===== config.mk =====
export PLATFORM = sky130hd
export DESIGN_NAME = spi_byte_master
export DESIGN_NICKNAME = d
export VERILOG_FILES = /design/src/rtl/spi_pkg.sv /design/src/rtl/spi_sclk_timer.sv /design/src/rtl/spi_shift_engine.sv /design/src/rtl/spi_byte_master.sv
export SDC_FILE = /design/constraint.sdc
export NUM_CORES = 1
export LEC_CHECK = 0
export BUFFER_PORTS_ARGS = -buffer_cell sky130_fd_sc_hd__buf_4
export CORE_ASPECT_RATIO = 0.8
export CORE_MARGIN = 2
export CORE_UTILIZATION = 46
export DETAILED_ROUTE_END_ITERATION = 16
export GPL_TIMING_DRIVEN = 0
export PLACE_DENSITY = 0.69
export SYNTH_ARGS = -nofsm -noshare
export SYNTH_HDL_FRONTEND = slang
export SYNTH_SLANG_ARGS = --single-unit
export TNS_END_PERCENT = 30

===== constraint.sdc =====
create_clock -name clk -period 2.2 [get_ports clk]
set_input_delay 0.11 -clock clk [delete_from_list [all_inputs] [get_ports clk]]
set_output_delay 0.11 -clock clk [all_outputs]
set_load 0.02 [all_outputs]

===== src/rtl/spi_pkg.sv =====
package spi_pkg;
  localparam int CTRL_CS   = 0;
  localparam int CTRL_SLOW = 1;
  localparam int CTRL_AUTO = 2;
  localparam int CTRL_BUSY = 7;
  localparam logic [7:0] FILL_BYTE = 8'hFF;

  // system cycles in one SCLK phase for a full-period divisor
  function automatic int half_period(input int div);
    return (div < 2) ? 1 : div / 2;
  endfunction

  // control register as software sees it
  function automatic logic [7:0] ctrl_view(input logic busy, input logic auto_tx,
                                           input logic slow, input logic cs);
    logic [7:0] v;
    v = 8'h00;
    v[CTRL_BUSY] = busy;
    v[CTRL_AUTO] = auto_tx;
    v[CTRL_SLOW] = slow;
    v[CTRL_CS]   = cs;
    return v;
  endfunction
endpackage


===== src/rtl/spi_sclk_timer.sv =====
module spi_sclk_timer #(
  parameter int FAST_DIV = 2,
  parameter int SLOW_DIV = 64
) (
  input  logic clk,
  input  logic rst_n,
  input  logic run,
  input  logic slow,
  output logic half_tick
);
  import spi_pkg::*;
  localparam int HF = half_period(FAST_DIV);
  localparam int HS = half_period(SLOW_DIV);
  localparam int HM = (HS > HF) ? HS : HF;
  localparam int CW = $clog2(HM + 1);

  logic [CW-1:0] cnt;
  logic [CW-1:0] limit;

  assign limit     = slow ? CW'(HS - 1) : CW'(HF - 1);
  assign half_tick = run && (cnt == limit);

  always_ff @(posedge clk) begin
    if (!rst_n || !run || half_tick) cnt <= '0;
    else                             cnt <= cnt + 1'b1;
  end
endmodule


===== src/rtl/spi_shift_engine.sv =====
module spi_shift_engine (
  input  logic       clk,
  input  logic       rst_n,
  input  logic       start,
  input  logic [7:0] tx_byte,
  input  logic       half_tick,
  input  logic       miso,
  output logic       sclk,
  output logic       mosi,
  output logic       busy,
  output logic       done,
  output logic [7:0] rx_byte
);
  logic [7:0] tx_sh;
  logic [7:0] rx_sh;
  logic [2:0] bit_cnt;

  assign mosi = tx_sh[7];

  always_ff @(posedge clk) begin
    if (!rst_n) begin
      tx_sh   <= '0;
      rx_sh   <= '0;
      rx_byte <= '0;
      bit_cnt <= '0;
      sclk    <= 1'b0;
      busy    <= 1'b0;
      done    <= 1'b0;
    end else begin
      done <= 1'b0;
      if (start && !busy) begin
        tx_sh   <= tx_byte;
        bit_cnt <= '0;
        sclk    <= 1'b0;
        busy    <= 1'b1;
      end else if (busy && half_tick) begin
        if (!sclk) begin
          sclk  <= 1'b1;
          rx_sh <= {rx_sh[6:0], miso};
        end else begin
          sclk <= 1'b0;
          if (bit_cnt == 3'd7) begin
            busy    <= 1'b0;
            done    <= 1'b1;
            rx_byte <= rx_sh;
          end else begin
            bit_cnt <= bit_cnt + 3'd1;
            tx_sh   <= {tx_sh[6:0], 1'b0};
          end
        end
      end
    end
  end
endmodule


===== src/rtl/spi_byte_master.sv =====
module spi_byte_master #(
  parameter int FAST_DIV = 2,
  parameter int SLOW_DIV = 64
) (
  input  logic       clk,
  input  logic       rst_n,
  input  logic       reg_sel,
  input  logic       wr_en,
  input  logic       rd_en,
  input  logic [7:0] wdata,
  output logic [7:0] rdata,
  output logic       spi_sclk,
  output logic       spi_mosi,
  input  logic       spi_miso,
  output logic       spi_cs_n
);
  import spi_pkg::*;

  logic       cs_q, slow_q, auto_q, slow_lat;
  logic       wr_ctrl, wr_data, rd_data;
  logic       start_req, busy, xfer_done, half_tick;
  logic [7:0] tx_sel, rx_byte;

  assign wr_ctrl   = wr_en && reg_sel;
  assign wr_data   = wr_en && !reg_sel;
  assign rd_data   = rd_en && !reg_sel;
  assign start_req = !busy && (wr_data || (rd_data && auto_q));
  assign tx_sel    = wr_data ? wdata : FILL_BYTE;
  assign spi_cs_n  = !cs_q;
  assign rdata     = reg_sel ? ctrl_view(busy, auto_q, slow_q, cs_q) : rx_byte;

  always_ff @(posedge clk) begin
    if (!rst_n) begin
      cs_q     <= 1'b0;
      slow_q   <= 1'b0;
      auto_q   <= 1'b0;
      slow_lat <= 1'b0;
    end else begin
      if (wr_ctrl) begin
        cs_q   <= wdata[CTRL_CS];
        slow_q <= wdata[CTRL_SLOW];
        auto_q <= wdata[CTRL_AUTO];
      end
      if (start_req) slow_lat <= slow_q;
    end
  end

  spi_sclk_timer #(.FAST_DIV(FAST_DIV), .SLOW_DIV(SLOW_DIV)) timer_i (
    .clk(clk), .rst_n(rst_n), .run(busy), .slow(slow_lat), .half_tick(half_tick)
  );

  spi_shift_engine engine_i (
    .clk(clk), .rst_n(rst_n), .start(start_req), .tx_byte(tx_sel),
    .half_tick(half_tick), .miso(spi_miso), .sclk(spi_sclk), .mosi(spi_mosi),
    .busy(busy), .done(xfer_done), .rx_byte(rx_byte)
  );
endmodule


==> results by group, run 1 <==
Detailed routing
  • Total vias in the final route: 1,288
  • Initial DRT Pass Iterations: 4
  • Post-DR vias/cell: 5.215
  • Antenna viol nets, final: 0
  • Drt total wl: 3299 um
  • DRT iter0 DRCs: 58
  • Wire per inst: 13.36 um
  • Remaining routing DRC violations: 0

Pwr
  • Static leakage: 0.8830 nW
  • Switching Share: 22.76%
  • Worst vdd ir: 0.4617 mV
  • Comb pwr share: 8.4%
  • Reg power frac: 50.7%
  • Power, Total: 0.001451 W
  • Power Density: 706.6 nW/um^2
  • Internal power: 0.001121 W
  • Clk network pwr share: 40.8%
  • Net switching power: 0.0003302 W

Final layout
  • Area grow syn2layout: 20.22%
  • Post-layout nets: 221
  • Diodes inserted: 0
  • Layout cells sized above 1: 20.98%

Synthesis
  • Gate Count Post-Synth: 173
  • Synth cell count leaders: dfxtp_1, mux2i_1, nor2b_1
  • Netlist cell types: 36
  • Syn_nets: 190
  • Ys async rst share: 0%
  • Adder-Cell Fraction of Synth Area: 2.198%
  • Seq/Total Area, Yosys: 45.71%
  • Top cells by area, synth: dfxtp_1, mux2i_1, nor2b_1
  • EDFF count, synth: 0
  • Post-synthesis xor/xnor area fraction: 2.051%
  • Simple-gate area share of the yosys netlist: 19.93%
  • Number of synthesis warnings: 0
  • Top cell type's share of synthesized area: 45.71%
  • Synth area leader: dfxtp_1
  • Synthesis-stage register bit count: 39
  • Synthesized cell area: 1708 um^2
  • Synth Area per Inst: 9.872 um^2
  • Mux share of post-synthesis cell area: 17.88%
  • Count leader, synth: dfxtp_1
  • Synth Area in Compound Gates: 9.524%
  • Largest family of logic cells by synthesized area: simple AND/OR/NAND/NOR gates
  • Ys flop type: dfxtp_1

Die
  • I/O pins: 25
  • Core area: 3495 um^2
  • Die W: 72.13 um
  • Die area: 4219 um^2
  • FP Rows: 19
  • Initial Util: 48.87%
  • Die height: 58.50 um

Global route
  • Initial antenna violation count: 0
  • First-pass GRT wire length: 5623 um
  • Total GRT Usage: 17.24%
  • Vias in the first global route: 1,241
  • Pin count of the biggest net entering global routing: 14
  • Total gr overflow: 0

Min path
  • Hold Path Depth: 3
  • Hold Crit Class: in2reg

Worst setup path
  • Crit path capture type: flip-flop
  • Critical path type: reg2reg
  • CP Data Required Time: 2.36 ns
  • Crit path DAT: 2.09 ns
  • Worst-path fanout max: 10
  • Kind of start point of the critical path: flip-flop
  • Flop-to-flop setup slack: 0.27 ns
  • Reg2reg path depth: 6

Placed design
  • Dpl ws: 0.2923 ns
  • Post-detail-place hpwl: 2471 um
  • Input/output buffers: 24
  • Placer Congestion: 0.7381

Clock tree
  • Clk Latency, worst-skew pair: 0.30 ns
  • Hold buffers post-CTS: 0
  • Clock sinks: 39
  • Clk slew on worst S/H paths: 0.08 ns
  • Setup repair bufs after CTS: 0
  • CTS tree: done
  • TritonCTS Buffers: 5
  • Root Buffer: clkbuf_8
  • Clock Path Buffers: 2
  • CTS resizes: 0
  • H-tree levels: 2

Outcome
  • Outcome: finished, final reports clean

STA
  • Min Tclk post-route: 1.925 ns
  • Final-report hold violation count: 0
  • Slew HR: 63.22%
  • Fin Setup TNS: 0 ns
  • Final Worst Setup Slack: 0.2748 ns
  • Unrepaired setup endpoints after global routing: false
  • Worst Tran Pin Value: 0.5516 ns
  • Final Max Slew Viols: 0
  • Final setup viols: 0
  • Final period utilization: 87.51%
  • Skew final: 0.008580 ns
  • Fmax: 519.4 MHz

Job
  • Max cap viols: 0
[final cells by class]
type,instances,area (um^2)
tap,42,52.55
clock buffer,5,68.82
sequential,39,780.7
clock inverter,3,43.79
fill,305,1441
inverter,2,7.507
multi-input combinational,124,880.8
timing repair buffer,24,180.2
buffer,8,38.79
[kinds of logic after synthesis]
family | after synthesis
simple gates | 60
flops | 39
mux | 30
compound gates | 27
buf+inv | 10
xor+xnor | 4
fa+ha+maj | 3
[power groups by stage]
stage	registers, W	clock network, W	logic [W]
final	0.000736	0.000593	0.000122
after detailed placement	0.000753	0	0.000122
after global placement	0.000751	0	0.000119
after floorplan	0.000753	0	0.0000720
after global routing	0.000738	0.000628	0.000136
after CTS	0.000736	0.000604	0.000123
[per-stage QoR]
stage / instances / cell area, um^2 / hold slack [ns] / util (%)
final: 247 / 2053 / 0.06545 / 58.75
after detailed placement: 239 / 1941 / 0.3753 / 55.53
after global routing: 247 / 2053 / 0.1048 / 58.75
after global placement: 239 / 1941 / 0.3689 / 55.53
after floorplan: 173 / 1708 / 0.2531 / -
after CTS: 247 / 2053 / 0.06526 / 58.75
[registers in the layout, indices dropped and copies added, names as in the netlist]
name,flops
slow_q,1
slow_lat,1
engine_i.busy,1
timer_i.cnt,6
auto_q,1
engine_i.rx_sh,8
cs_q,1
engine_i.sclk,1
engine_i.bit_cnt,3
engine_i.rx_byte,8
engine_i.tx_sh,8
[cells in the final DEF, fill, tap and decap left out, types with 6 or more instances in the layout]
cell type and instances:
nand3_1 6, a21oi_1 10, nor2b_1 21, nor2_1 11, nand2_1 9, dfxtp_1 39
buf_4 24, mux2i_1 26, o21ai_0 8
[critical path: stages, from the launching register on]
cell and delay [ns]:
dfxtp_1 0.36, or4_4 0.54, nor3_4 0.23, o21a_1 0.20
buf_6 0.18, mux2i_1 0.21, a21oi_1 0.08
[final timing paths]
kind	from	end
setup / recovery	timer_i.cnt[2]	engine_i.tx_sh[1]
hold / removal	spi_miso	engine_i.rx_sh[0]
setup reg to reg	timer_i.cnt[2]	engine_i.tx_sh[1]
hold reg to reg	auto_q	auto_q
[metal layers]
layer	vias up	part of all wire [%]	track usage, %
met4	0	1.0	5.660
met1	586	49	22.72
met2	30	44	27.13
met3	4	5.8	5.308
met5	-	0	0
li1	668	-	-
Note: power is estimated with default switching activity, not from simulation.
==> run 2: changes to the inputs <==
Settings changed: ABC_AREA from default to 1.
==> results by group, run 2 <==
Synthesis
  • Number of synthesis warnings: 0 (unchanged)
  • Synthesis-stage register bit count: 39 (unchanged)
  • EDFF count, synth: 0 (unchanged)
  • Syn_nets: 264 (was 190)
  • Gate Count Post-Synth: 247 (was 173)
  • Synthesized cell area: 1804 um^2 (was 1708 um^2)
  • Netlist cell types: 28 (was 36)
  • Count leader, synth: nor2_1 (was dfxtp_1)
  • Synth area leader: dfxtp_1 (unchanged)
  • Top cells by area, synth: dfxtp_1, nor2_1, nand2_1 (was dfxtp_1, mux2i_1, nor2b_1)
  • Top cell type's share of synthesized area: 43.27% (was 45.71%)
  • Synth Area per Inst: 7.305 um^2 (was 9.872 um^2)
  • Seq/Total Area, Yosys: 43.27% (was 45.71%)
  • Ys async rst share: 0% (unchanged)
  • Synth cell count leaders: nor2_1, nand2_1, dfxtp_1 (was dfxtp_1, mux2i_1, nor2b_1)
  • Ys flop type: dfxtp_1 (unchanged)

Pwr
  • Power Density: 659.2 nW/um^2 (was 706.6 nW/um^2)
  • Net switching power: 0.0003746 W (was 0.0003302 W)
  • Comb pwr share: 13.6% (was 8.4%)
  • Clk network pwr share: 33.4% (was 40.8%)
  • Static leakage: 0.9433 nW (was 0.8830 nW)
  • Switching Share: 26.67% (was 22.76%)
  • Internal power: 0.001030 W (was 0.001121 W)
  • Worst vdd ir: 0.4684 mV (was 0.4617 mV)
  • Reg power frac: 53.1% (was 50.7%)

Worst setup path
  • Top delay family on crit path: simple AND/OR/NAND/NOR gates (unchanged)
  • CP max stage delay: 0.37 ns (was 0.54 ns)
  • CP max-delay cell: dfxtp_1 (was or4_4)
  • CP Data Required Time: 2.39 ns (was 2.36 ns)
  • Worst path cell trace: inv_2 -> nor2_2 -> nand3_2 -> nor2_4 -> inv_2 -> nor2_1 -> nor2_1 (was or4_4 -> nor3_4 -> o21a_1 -> buf_6 -> mux2i_1 -> a21oi_1)
  • Worst-path fanout max: 10 (unchanged)
  • Crit path capture type: flip-flop (unchanged)
  • Kind of start point of the critical path: flip-flop (unchanged)
  • Crit path DAT: 1.71 ns (was 2.09 ns)
  • Critical path type: reg2reg (unchanged)
  • Buf+Inv Stages, Crit Path: 2 (was 1)

Clock tree
  • Hold buffers post-CTS: 0 (unchanged)
  • Setup repair bufs after CTS: 0 (unchanged)
  • Root Buffer: clkbuf_8 (unchanged)
  • TritonCTS Buffers: 5 (unchanged)
  • Clk slew on worst S/H paths: 0.08 ns (about the same)
  • CTS resizes: 0 (unchanged)
  • Clk Latency, worst-skew pair: 0.29 ns (was 0.30 ns)
  • Clock sinks: 39 (unchanged)
  • Clock Path Buffers: 2 (unchanged)
  • CTS tree: done (unchanged)
  • H-tree levels: 2 (unchanged)

STA
  • Skew final: 0.008240 ns (was 0.008580 ns)
  • Final Max Slew Viols: 0 (unchanged)
  • Min Tclk post-route: 1.525 ns (was 1.925 ns)
  • Unrepaired setup endpoints after global routing: false (unchanged)
  • Fmax: 655.8 MHz (was 519.4 MHz)
  • Fin Setup TNS: 0 ns (unchanged)
  • Slew HR: 71.16% (was 63.22%)
  • Final Worst Setup Slack: 0.6752 ns (was 0.2748 ns)
  • Final-report hold violation count: 0 (unchanged)
  • Worst Tran Pin Value: 0.4325 ns (was 0.5516 ns)
  • Final setup viols: 0 (unchanged)
  • Hold WS: 0.07153 ns (was 0.06545 ns)
  • Final period utilization: 69.31% (was 87.51%)

Die
  • Die W: 74.02 um (was 72.13 um)
  • Die height: 60.02 um (was 58.50 um)
  • I/O pins: 25 (unchanged)
  • Initial Util: 47.75% (was 48.87%)
  • Core area: 3779 um^2 (was 3495 um^2)
  • FP Rows: 20 (was 19)
  • Die area: 4442 um^2 (was 4219 um^2)

Detailed routing
  • Remaining routing DRC violations: 0 (unchanged)
  • DRT iter0 DRCs: 43 (was 58)
  • Post-DR vias/cell: 4.541 (was 5.215)
  • Wire per inst: 10.36 um (was 13.36 um)
  • Total vias in the final route: 1,512 (was 1,288)
  • Initial DRT Pass Iterations: 4 (unchanged)
  • Antenna viol nets, final: 0 (unchanged)
  • Drt total wl: 3451 um (was 3299 um)

Placed design
  • Input/output buffers: 23 (was 24)
  • Dpl ws: 0.6883 ns (was 0.2923 ns)
  • Placed Cells: 325 (was 239)
  • Placer Congestion: 0.7661 (was 0.7381)
  • Post-detail-place hpwl: 2497 um (was 2471 um)

Final layout
  • Commonest cells after routing, fill and taps aside: nor2_1, nand2_1, dfxtp_1 (was dfxtp_1, mux2i_1, buf_4)
  • Most common cell after layout, fill and taps aside: nor2_1 (was dfxtp_1)
  • Top Registers: engine_i.rx_byte (8), engine_i.rx_sh (8), engine_i.tx_sh (8) (unchanged)
  • Post-layout nets: 294 (was 221)
  • Area grow syn2layout: 18.10% (was 20.22%)
  • Count of non-filler cells in the finished layout: 333 (was 247)
  • Fin util: 56.39% (was 58.75%)
  • Diodes inserted: 0 (unchanged)
  • FILL cells: 370 (was 305)
  • Multi-input gate area: 875.8 um^2 (was 880.8 um^2)
  • Layout cells sized above 1: 18.71% (was 20.98%)
  • Storage cell area: 780.7 um^2 (unchanged)

Global route
  • Total GRT Usage: 18.03% (was 17.24%)
  • Vias in the first global route: 1,335 (was 1,241)
  • Total gr overflow: 0 (unchanged)
  • Pin count of the biggest net entering global routing: 13 (was 14)
  • First-pass GRT wire length: 5961 um (was 5623 um)
  • Met1 Use GR: 25.16% (was 22.72%)
  • Top Usage Layer GRT: met2 (unchanged)
  • Routing usage on met2: 25.64% (was 27.13%)
  • Grt met3 use: 5.059% (was 5.308%)
  • Initial antenna violation count: 0 (unchanged)

Job
  • Max cap viols: 0 (unchanged)

Outcome
  • Outcome: finished, final reports clean (unchanged)

Min path
  • Hold Crit Class: in2reg (unchanged)
## run 2: worst reg2reg max path: stages, from the launching register on
cell     delay (ns)
dfxtp_1        0.37
inv_2          0.09
nor2_2         0.29
nand3_2        0.14
nor2_4         0.22
inv_2          0.12
nor2_1         0.14
nor2_1         0.06
## run 2: stage by stage
stage          cell area [um^2]   power, W
2_1_floorplan              1804  0.0008954
3_3_place_gp               2046  0.0009523
3_5_place_dp               2046  0.0009531
4_1_cts                    2131   0.001423
5_1_grt                    2131   0.001483
6_report                   2131   0.001405
## run 2: final cells by class
cell class | count | share of cell area [%]
clock buffers | 6 | 3.406
flip-flops and latches | 39 | 36.64
inverters | 24 | 4.463
well taps | 55 | 3.230
plain buffers | 6 | 2.466
clock inverters | 2 | 0.5872
multi-input cells | 178 | 41.10
repair buffers | 23 | 8.103
## run 2: cell families after synthesis
| family | Yosys count | share of synthesized area [%] |
|---|---|---|
| and+or+nand+nor | 133 | 33.77 |
| AOI/OAI and AO/OA | 39 | 11.23 |
| DFF | 39 | 43.27 |
| buffers and inverters | 30 | 8.182 |
| xor gates and xnor gates | 3 | 1.457 |
| adders and majority gates | 3 | 2.081 |
## run 2: worst paths after layout
| kind | from | endpoint | slack (ns) | cells after the start |
|---|---|---|---|---|
| min reg2reg | engine_i.rx_sh[7] | engine_i.rx_sh[7] | 0.48 | 2 |
| min | spi_miso | engine_i.rx_sh[0] | 0.07 | 3 |
| max | engine_i.busy | engine_i.rx_byte[0] | 0.68 | 7 |
| max reg2reg | engine_i.busy | engine_i.rx_byte[0] | 0.68 | 7 |
## run 2: power by group through the flow
stage          Combinational (W)  Clock, W  Sequential, W
2_1_floorplan           0.000133         0       0.000762
3_3_place_gp            0.000191         0       0.000761
3_5_place_dp            0.000191         0       0.000762
4_1_cts                 0.000192  0.000486       0.000745
5_1_grt                 0.000215  0.000519       0.000749
6_report                0.000190  0.000469       0.000745
## run 2: per-layer routing
metal | wire [um] | vias to the layer above
met1 | 1803 | 654
met5 | 0 | -
li1 | - | 833
met2 | 1470 | 23
met4 | 18 | 0
met3 | 158 | 2
